[src/rtl/adcs_pkg.sv]
package adcs_pkg;
  typedef enum logic [1:0] {SQ_IDLE, SQ_WAKE, SQ_SAMPLE, SQ_CONV} sq_state_e;

  // word addresses
  localparam int A_CTRL  = 0;
  localparam int A_MODE  = 1;
  localparam int A_CHSET = 2;
  localparam int A_CHCLR = 3;
  localparam int A_CHMSK = 4;
  localparam int A_IESET = 5;
  localparam int A_IECLR = 6;
  localparam int A_IEMSK = 7;
  localparam int A_STAT  = 8;
  localparam int A_LAST  = 9;
  localparam int A_DATA  = 16;

  // control bits
  localparam int CTL_START = 0;
  localparam int CTL_SWRST = 1;

  // mode field positions
  localparam int F_PRS    = 0;
  localparam int F_STU    = 8;
  localparam int F_SHT    = 16;
  localparam int F_LOWRES = 24;
  localparam int F_SLEEP  = 25;
  localparam int F_TRGEN  = 26;
endpackage

[src/rtl/adcs_clkdiv.sv]
module adcs_clkdiv #(
  parameter int PRS_W = 6
) (
  input  logic             clk,
  input  logic             rst,
  input  logic             en,
  input  logic [PRS_W-1:0] prs,
  output logic             tick
);
  localparam int CW = PRS_W + 1;

  logic [CW-1:0] cnt_q;
  logic [CW-1:0] lim;

  assign lim  = {prs, 1'b1};        // (prs+1)*2 - 1
  assign tick = en && (cnt_q == lim);

  always_ff @(posedge clk) begin
    if (rst || !en) cnt_q <= '0;
    else if (cnt_q == lim) cnt_q <= '0;
    else cnt_q <= cnt_q + 1'b1;
  end


  tick_gap_chk: assert property (@(posedge clk) disable iff (rst) tick |=> !tick);
endmodule

[src/rtl/adcs_fsm.sv]
module adcs_fsm import adcs_pkg::*; #(
  parameter int NUM_CH = 4,
  parameter int STU_W  = 4,
  parameter int SHT_W  = 4,
  parameter int CH_W   = 2
) (
  input  logic              clk,
  input  logic              rst,
  input  logic              go,
  input  logic [NUM_CH-1:0] ch_en,
  input  logic [STU_W-1:0]  stu,
  input  logic [SHT_W-1:0]  sht,
  input  logic              sleep,
  input  logic              tick,
  input  logic              cv_done,
  output logic              run,
  output logic              cv_start,
  output logic [CH_W-1:0]   cv_chan,
  output logic              done_we,
  output logic              busy,
  output logic              cv_pwr
);
  localparam int TC_W = (STU_W + 3 > SHT_W) ? STU_W + 3 : SHT_W;

  sq_state_e         state_q;
  logic [NUM_CH-1:0] pend_q;
  logic [CH_W-1:0]   cur_q;
  logic [TC_W-1:0]   tcnt_q;
  logic              awake_q;
  logic              start_q;
  logic [NUM_CH-1:0] rest;
  logic [TC_W-1:0]   wake_last;
  logic [TC_W-1:0]   samp_last;

  function automatic logic [CH_W-1:0] first_set(input logic [NUM_CH-1:0] v);
    first_set = '0;
    for (int i = NUM_CH - 1; i >= 0; i--)
      if (v[i]) first_set = CH_W'(i);
  endfunction

  assign rest      = pend_q & ~(NUM_CH'(1) << cur_q);
  assign wake_last = TC_W'({stu, 3'b111});
  assign samp_last = TC_W'(sht);

  always_ff @(posedge clk) begin
    if (rst) begin
      state_q <= SQ_IDLE;
      pend_q  <= '0;
      cur_q   <= '0;
      tcnt_q  <= '0;
      awake_q <= 1'b0;
      start_q <= 1'b0;
    end else begin
      start_q <= 1'b0;
      case (state_q)
        SQ_IDLE: if (go && (|ch_en)) begin
          pend_q  <= ch_en;
          cur_q   <= first_set(ch_en);
          tcnt_q  <= '0;
          state_q <= awake_q ? SQ_SAMPLE : SQ_WAKE;
        end
        SQ_WAKE: if (tick) begin
          if (tcnt_q == wake_last) begin
            tcnt_q  <= '0;
            awake_q <= 1'b1;
            state_q <= SQ_SAMPLE;
          end else tcnt_q <= tcnt_q + 1'b1;
        end
        SQ_SAMPLE: if (tick) begin
          if (tcnt_q == samp_last) begin
            tcnt_q  <= '0;
            start_q <= 1'b1;
            state_q <= SQ_CONV;
          end else tcnt_q <= tcnt_q + 1'b1;
        end
        SQ_CONV: if (cv_done) begin
          pend_q <= rest;
          if (|rest) begin
            cur_q   <= first_set(rest);
            state_q <= SQ_SAMPLE;
          end else begin
            state_q <= SQ_IDLE;
            if (sleep) awake_q <= 1'b0;
          end
        end
        default: state_q <= SQ_IDLE;
      endcase
    end
  end

  assign run      = (state_q == SQ_WAKE) || (state_q == SQ_SAMPLE);
  assign cv_start = start_q;
  assign cv_chan  = cur_q;
  assign done_we  = (state_q == SQ_CONV) && cv_done;
  assign busy     = (state_q != SQ_IDLE);
  assign cv_pwr   = awake_q || (state_q != SQ_IDLE);


  pend_shrink_chk: assert property (@(posedge clk) disable iff (rst)
    (state_q != SQ_IDLE) |=> ((pend_q & ~$past(pend_q)) == '0));

  start_pending_chk: assert property (@(posedge clk) disable iff (rst)
    cv_start |-> pend_q[cur_q]);

  start_pulse_chk: assert property (@(posedge clk) disable iff (rst)
    cv_start |=> !cv_start);

  busy_ignore_chk: assert property (@(posedge clk) disable iff (rst)
    (busy && go && !cv_done) |=> $stable(pend_q));
endmodule

[src/rtl/adcs_store.sv]
module adcs_store #(
  parameter int NUM_CH = 4,
  parameter int RES_W  = 10,
  parameter int CH_W   = 2
) (
  input  logic             clk,
  input  logic             rst,
  input  logic             we,
  input  logic [CH_W-1:0]  waddr,
  input  logic [RES_W-1:0] wdata,
  input  logic [CH_W-1:0]  raddr,
  output logic [RES_W-1:0] rdata
);
  logic [RES_W-1:0] mem_q [NUM_CH];

  always_ff @(posedge clk) begin
    if (rst) begin
      for (int i = 0; i < NUM_CH; i++) mem_q[i] <= '0;
      rdata <= '0;
    end else begin
      if (we) mem_q[waddr] <= wdata;
      rdata <= mem_q[raddr];
    end
  end
endmodule

[src/rtl/adcs_top.sv]
module adcs_top import adcs_pkg::*; #(
  parameter int NUM_CH = 4,
  parameter int RES_W  = 10,
  parameter int RES_LO = 8,
  parameter int PRS_W  = 6,
  parameter int STU_W  = 4,
  parameter int SHT_W  = 4,
  parameter int ADDR_W = 5,
  parameter int DW     = 32
) (
  input  logic                clk,
  input  logic                rst,
  input  logic                bus_wr,
  input  logic                bus_rd,
  input  logic [ADDR_W-1:0]   bus_addr,
  input  logic [DW-1:0]       bus_wdata,
  output logic [DW-1:0]       bus_rdata,
  input  logic                hw_trig,
  output logic                irq,
  output logic                cv_pwr,
  output logic                cv_lowres,
  output logic                cv_start,
  output logic [((NUM_CH > 1) ? $clog2(NUM_CH) : 1)-1:0] cv_chan,
  input  logic                cv_done,
  input  logic [RES_W-1:0]    cv_result
);
  localparam int CH_W = (NUM_CH > 1) ? $clog2(NUM_CH) : 1;

  logic              wr_ctrl, swr, rst_i, go, rd_last, tick, run, done_we, busy;
  logic [PRS_W-1:0]  prs_q;
  logic [STU_W-1:0]  stu_q;
  logic [SHT_W-1:0]  sht_q;
  logic              lowres_q, sleep_q, trgen_q, ie_q, drdy_q;
  logic [NUM_CH-1:0] ch_en_q;
  logic [RES_W-1:0]  last_q, res_eff, store_q;
  logic [DW-1:0]     mode_word, rd_q;
  logic              sel_mem_q, in_rng;
  logic [ADDR_W-1:0] data_idx;
  logic              unused_bits;

  assign wr_ctrl = bus_wr && (bus_addr == ADDR_W'(A_CTRL));
  assign swr     = wr_ctrl && bus_wdata[CTL_SWRST];
  assign rst_i   = rst || swr;
  assign go      = (wr_ctrl && bus_wdata[CTL_START]) || (trgen_q && hw_trig);
  assign rd_last = bus_rd && (bus_addr == ADDR_W'(A_LAST));
  assign res_eff = lowres_q ? RES_W'(cv_result[RES_LO-1:0]) : cv_result;
  assign data_idx = bus_addr - ADDR_W'(A_DATA);
  assign in_rng  = (bus_addr >= ADDR_W'(A_DATA)) && (data_idx < ADDR_W'(NUM_CH));
  assign unused_bits = ^bus_wdata;

  adcs_clkdiv #(.PRS_W(PRS_W)) u_div (
    .clk(clk), .rst(rst_i), .en(run), .prs(prs_q), .tick(tick));

  adcs_fsm #(.NUM_CH(NUM_CH), .STU_W(STU_W), .SHT_W(SHT_W), .CH_W(CH_W)) u_fsm (
    .clk(clk), .rst(rst_i), .go(go), .ch_en(ch_en_q), .stu(stu_q), .sht(sht_q),
    .sleep(sleep_q), .tick(tick), .cv_done(cv_done), .run(run),
    .cv_start(cv_start), .cv_chan(cv_chan), .done_we(done_we), .busy(busy),
    .cv_pwr(cv_pwr));

  adcs_store #(.NUM_CH(NUM_CH), .RES_W(RES_W), .CH_W(CH_W)) u_store (
    .clk(clk), .rst(rst_i), .we(done_we), .waddr(cv_chan), .wdata(res_eff),
    .raddr(data_idx[CH_W-1:0]), .rdata(store_q));

  always_ff @(posedge clk) begin
    if (rst_i) begin
      prs_q <= '0; stu_q <= '0; sht_q <= '0;
      lowres_q <= 1'b0; sleep_q <= 1'b0; trgen_q <= 1'b0;
      ch_en_q <= '0; ie_q <= 1'b0; drdy_q <= 1'b0; last_q <= '0;
    end else begin
      if (bus_wr) begin
        case (bus_addr)
          ADDR_W'(A_MODE): begin
            prs_q    <= bus_wdata[F_PRS +: PRS_W];
            stu_q    <= bus_wdata[F_STU +: STU_W];
            sht_q    <= bus_wdata[F_SHT +: SHT_W];
            lowres_q <= bus_wdata[F_LOWRES];
            sleep_q  <= bus_wdata[F_SLEEP];
            trgen_q  <= bus_wdata[F_TRGEN];
          end
          ADDR_W'(A_CHSET): ch_en_q <= ch_en_q | bus_wdata[NUM_CH-1:0];
          ADDR_W'(A_CHCLR): ch_en_q <= ch_en_q & ~bus_wdata[NUM_CH-1:0];
          ADDR_W'(A_IESET): if (bus_wdata[0]) ie_q <= 1'b1;
          ADDR_W'(A_IECLR): if (bus_wdata[0]) ie_q <= 1'b0;
          default: ;
        endcase
      end
      if (rd_last) drdy_q <= 1'b0;
      if (done_we) begin
        drdy_q <= 1'b1;
        last_q <= res_eff;
      end
    end
  end

  always_comb begin
    mode_word = '0;
    mode_word[F_PRS +: PRS_W] = prs_q;
    mode_word[F_STU +: STU_W] = stu_q;
    mode_word[F_SHT +: SHT_W] = sht_q;
    mode_word[F_LOWRES] = lowres_q;
    mode_word[F_SLEEP]  = sleep_q;
    mode_word[F_TRGEN]  = trgen_q;
  end

  always_ff @(posedge clk) begin
    if (rst_i) begin
      rd_q <= '0;
      sel_mem_q <= 1'b0;
    end else if (bus_rd) begin
      sel_mem_q <= in_rng;
      case (bus_addr)
        ADDR_W'(A_MODE):  rd_q <= mode_word;
        ADDR_W'(A_CHMSK): rd_q <= DW'(ch_en_q);
        ADDR_W'(A_IEMSK): rd_q <= DW'(ie_q);
        ADDR_W'(A_STAT):  rd_q <= DW'({busy, drdy_q});
        ADDR_W'(A_LAST):  rd_q <= DW'(last_q);
        default:          rd_q <= '0;
      endcase
    end
  end

  assign bus_rdata = sel_mem_q ? DW'(store_q) : rd_q;
  assign irq       = drdy_q && ie_q;
  assign cv_lowres = lowres_q;


  rd_clear_chk: assert property (@(posedge clk) disable iff (rst_i)
    (rd_last && !done_we) |=> !drdy_q);

  drdy_src_chk: assert property (@(posedge clk) disable iff (rst)
    $rose(drdy_q) |-> $past(done_we));

  swreset_chk: assert property (@(posedge clk) disable iff (rst)
    swr |=> (ch_en_q == '0 && !drdy_q && !ie_q && !busy && !cv_pwr));

  chset_keep_chk: assert property (@(posedge clk) disable iff (rst_i)
    (bus_wr && bus_addr == ADDR_W'(A_CHSET)) |=> ((ch_en_q & $past(ch_en_q)) == $past(ch_en_q)));
endmodule

[config.mk]
export PLATFORM = sky130hd
export DESIGN_NAME = adcs_top
export DESIGN_NICKNAME = d
export VERILOG_FILES = /design/src/rtl/adcs_pkg.sv /design/src/rtl/adcs_clkdiv.sv /design/src/rtl/adcs_fsm.sv /design/src/rtl/adcs_store.sv /design/src/rtl/adcs_top.sv
export SDC_FILE = /design/constraint.sdc
export NUM_CORES = 1
export LEC_CHECK = 0
export ABC_AREA = 0
export BUFFER_PORTS_ARGS = -buffer_cell sky130_fd_sc_hd__buf_4
export CORE_MARGIN = 2
export CORE_UTILIZATION = 29
export CTS_CLUSTER_SIZE = 25
export DETAILED_ROUTE_END_ITERATION = 8
export GPL_TIMING_DRIVEN = 0
export HOLD_SLACK_MARGIN = 0.1
export PLACE_DENSITY_LB_ADDON = 0.12
export SLEW_MARGIN = 5
export SYNTH_ARGS = -nofsm -noshare
export SYNTH_HDL_FRONTEND = slang
export SYNTH_SLANG_ARGS = --single-unit
[constraint.sdc]
create_clock -name clk -period 4.5 [get_ports clk]
set_clock_uncertainty 0.05 [all_clocks]
set_input_delay 0.225 -clock clk [delete_from_list [all_inputs] [get_ports clk]]
set_output_delay 0.225 -clock clk [all_outputs]
set_load 0.05 [all_outputs]
==> results.md <==
* Outcome: finished, final reports clean
* Synth Instances at 637
* Final Cycle Share at 59.7%
* Clk_lat worst skew at 430 ps
* Nature of the critical path startpoint: flop
* CP max-delay cell: o21ai_1
* Post-synth ARST share at 0%
* Critical Path AT at 2780 ps
* Hold Crit Class: in -> reg
* Core area at 20,200 um2
* Tot GR Track Use at 17.1%
* Initial antenna violation count at 0
* RSZ-0062 raised after global routing: false
* Kind of critical path: reg -> reg
* Grt peak-use layer: met2
* CP required at 4590 ps
* Library cells used by synthesis at 67
* Pins Over Slew Limit at 0
* Worst-Margin Slew at 857 ps
* Max cap viols at 0
* Share of layout cells above drive strength 1 at 18.7%
* Met1 Use GR at 21.8%
* Most frequent cells in the layout: dfxtp_1, nand2_1, buf_4
* P&R area growth vs syn at 29.0%
* Maximum clock insertion buffer count at 2
* WHS at 147 ps
* Leading cell type in the layout, fill and taps excluded: dfxtp_1
* Synth Register Bits at 127
* Final Wtd Congestion at 0.805
* DR pass1 iterations at 4
* Final WL at 18,300 um
* Dpl hpwl at 13,500 um
* Vias in the first global route at 4,854
* Placed Instance Area at 6830 um2
* IO Count at 91
* Pwr Density at 362 nW/um2
* M3 GR Usage at 4.14%
* EDFF count, synth at 40
* Fmax at 0.372 GHz
* Layout net count at 818
* Starting Density at 29.5%
* First-pass GRT wire length at 27,800 um
* Max_slew headroom at 42.8%
* Largest net degree at the start of global routing at 17
* # diodes at 0
* Wire per inst at 17.6 um
* Root buf cell: clkbuf_16
* Area of the die at 21,700 um2
* Die Y at 147 um
* Reg2Reg Setup Slack at 1810 ps
* Leakage at 3.00 nW
* Via density at 4.79
* CP endpoint kind: flop
* Post-CTS Setup Inserts at 0
* # port buffers at 58
* Iter 0 DRT Violations at 319
* Clock sink total at 127
* Average cell area after synthesis at 9.37 um2
* Worst-path clk slew at 60 ps
* Setup violators final at 0
* Filler Cell Count at 2,055
* Post-DRT Antenna Nets at 0
* Synth Flop Type: dfxtp_1
* Hold Fails Final Rpt at 0
* Crit path max-delay family: buffers and inverters
* TritonCTS buffer count at 17
* M2 GR Usage at 28.4%
* Register area share after synthesis at 49.3%
* Design Power at 2.79 mW
* Vias at 4,991
* Row Count at 52
* Design Area, Final at 7700 um2
* DR DRC count at 0
* VDD IR-drop max at 231 uV
* Synth Cell Area at 5970 um2
* CP cell instances: ha_1 -> clkbuf_1 -> nand2_1 -> clkbuf_1 -> o21ai_1 -> buf_6
* Clock period minus worst slack at 2690 ps
* Synth Warn # at 0
* Die width at 147 um
* Total grt overflow at 0
* CP Max Fanout at 10
* Worst stage delay on the critical path at 600 ps
* Most used cell along the critical path: clkbuf_1
* Htree depth at 4
* CTS tree: done
* Worst path bufs/invs at 3
* Final TNS setup at 0 ps
[routing by layer]
metal | share of wire [%] | vias to the layer above
met5 | 0 | -
met4 | 1.8 | 0
met3 | 4.3 | 23
met2 | 47 | 144
met1 | 47 | 2365
li1 | - | 2459
[cell usage after synthesis, drive strengths merged (7+ instances only)]
master	n	area, um2
and2	16	100
dfxtp	87	1740
mux2	11	124
a21oi	59	299
mux4	10	225
clkbuf	35	131
and3	11	68.8
inv	23	86.3
nor2	70	263
nand2	83	312
nand3	28	140
nor3	9	50.1
buf	20	134
ha	7	87.6
o21ai	12	60.1
xor2	12	105
nor2b	16	100
edfxtp	40	1200
[stage by stage]
stage	worst slack, ps	util [%]	cells
global placement	834	33.5	977
CTS	1740	38.1	1041
finish	1810	38.1	1041
floorplan	2150	-	649
global route	1540	38.1	1041
detailed placement	1670	33.8	981
[report_power, final]
group	switching (mW)	leakage, nW	internal (mW)	total, mW
Clock	0.565	0.274	0.822	1.39
Sequential	0.00741	1.12	1.20	1.21
Combinational	0.114	1.61	0.0780	0.192
[cells by family after synthesis]
family | share of synthesized area [%]
compound gates | 14.2
fa+ha+maj | 1.47
other cells | 0.0628
mux | 6.18
simple gates | 20.2
xor+xnor | 2.64
flops | 49.3
buf+inv | 5.89
[cell type report]
cell class	instances	area [um2]	area share, %
multi-input cells	444	2720	35.3
flip-flops and latches	127	2940	38.2
clock inverters	15	164	2.13
inverters	23	86.3	1.12
repair buffers	90	761	9.88
plain buffers	55	265	3.44
well taps	270	338	4.39
clock buffers	17	425	5.52
[worst register-to-register path: cells and delay by family (launching register included)]
family | cells | cell delay (ps)
fa+ha+maj | 1 | 170
compound gates | 1 | 600
simple gates | 1 | 300
flops | 1 | 420
buf+inv | 3 | 860
[sequential cells by signal (all words and copies together) (netlist names), 2 cells and up, named ones only]
register and cells:
last_q 10, prs_q 6, rd_q 19, sht_q 4, stu_q 4, u_div.cnt_q 7, u_fsm.cv_chan 2, u_fsm.pend_q 4
u_fsm.state_q 2, u_fsm.tcnt_q 7, u_store.mem_q 40, u_store.rdata 10
[timing repair]
action / 4_1_cts / 5_1_grt
hold endpoints to repair: 31 / 0
resized for setup: 0 / 0
hold buffers: 28 / 0
[final timing paths]
kind                    start                  end  depth (start not counted)
max          u_fsm.state_q[0]  u_store.mem_q[2][4]                          6
min               bus_addr[2]            sel_mem_q                          4
max reg2reg  u_fsm.state_q[0]  u_store.mem_q[2][4]                          6
min reg2reg          rd_q[26]             rd_q[26]                          2
Note: power is estimated with default switching activity, not from simulation.
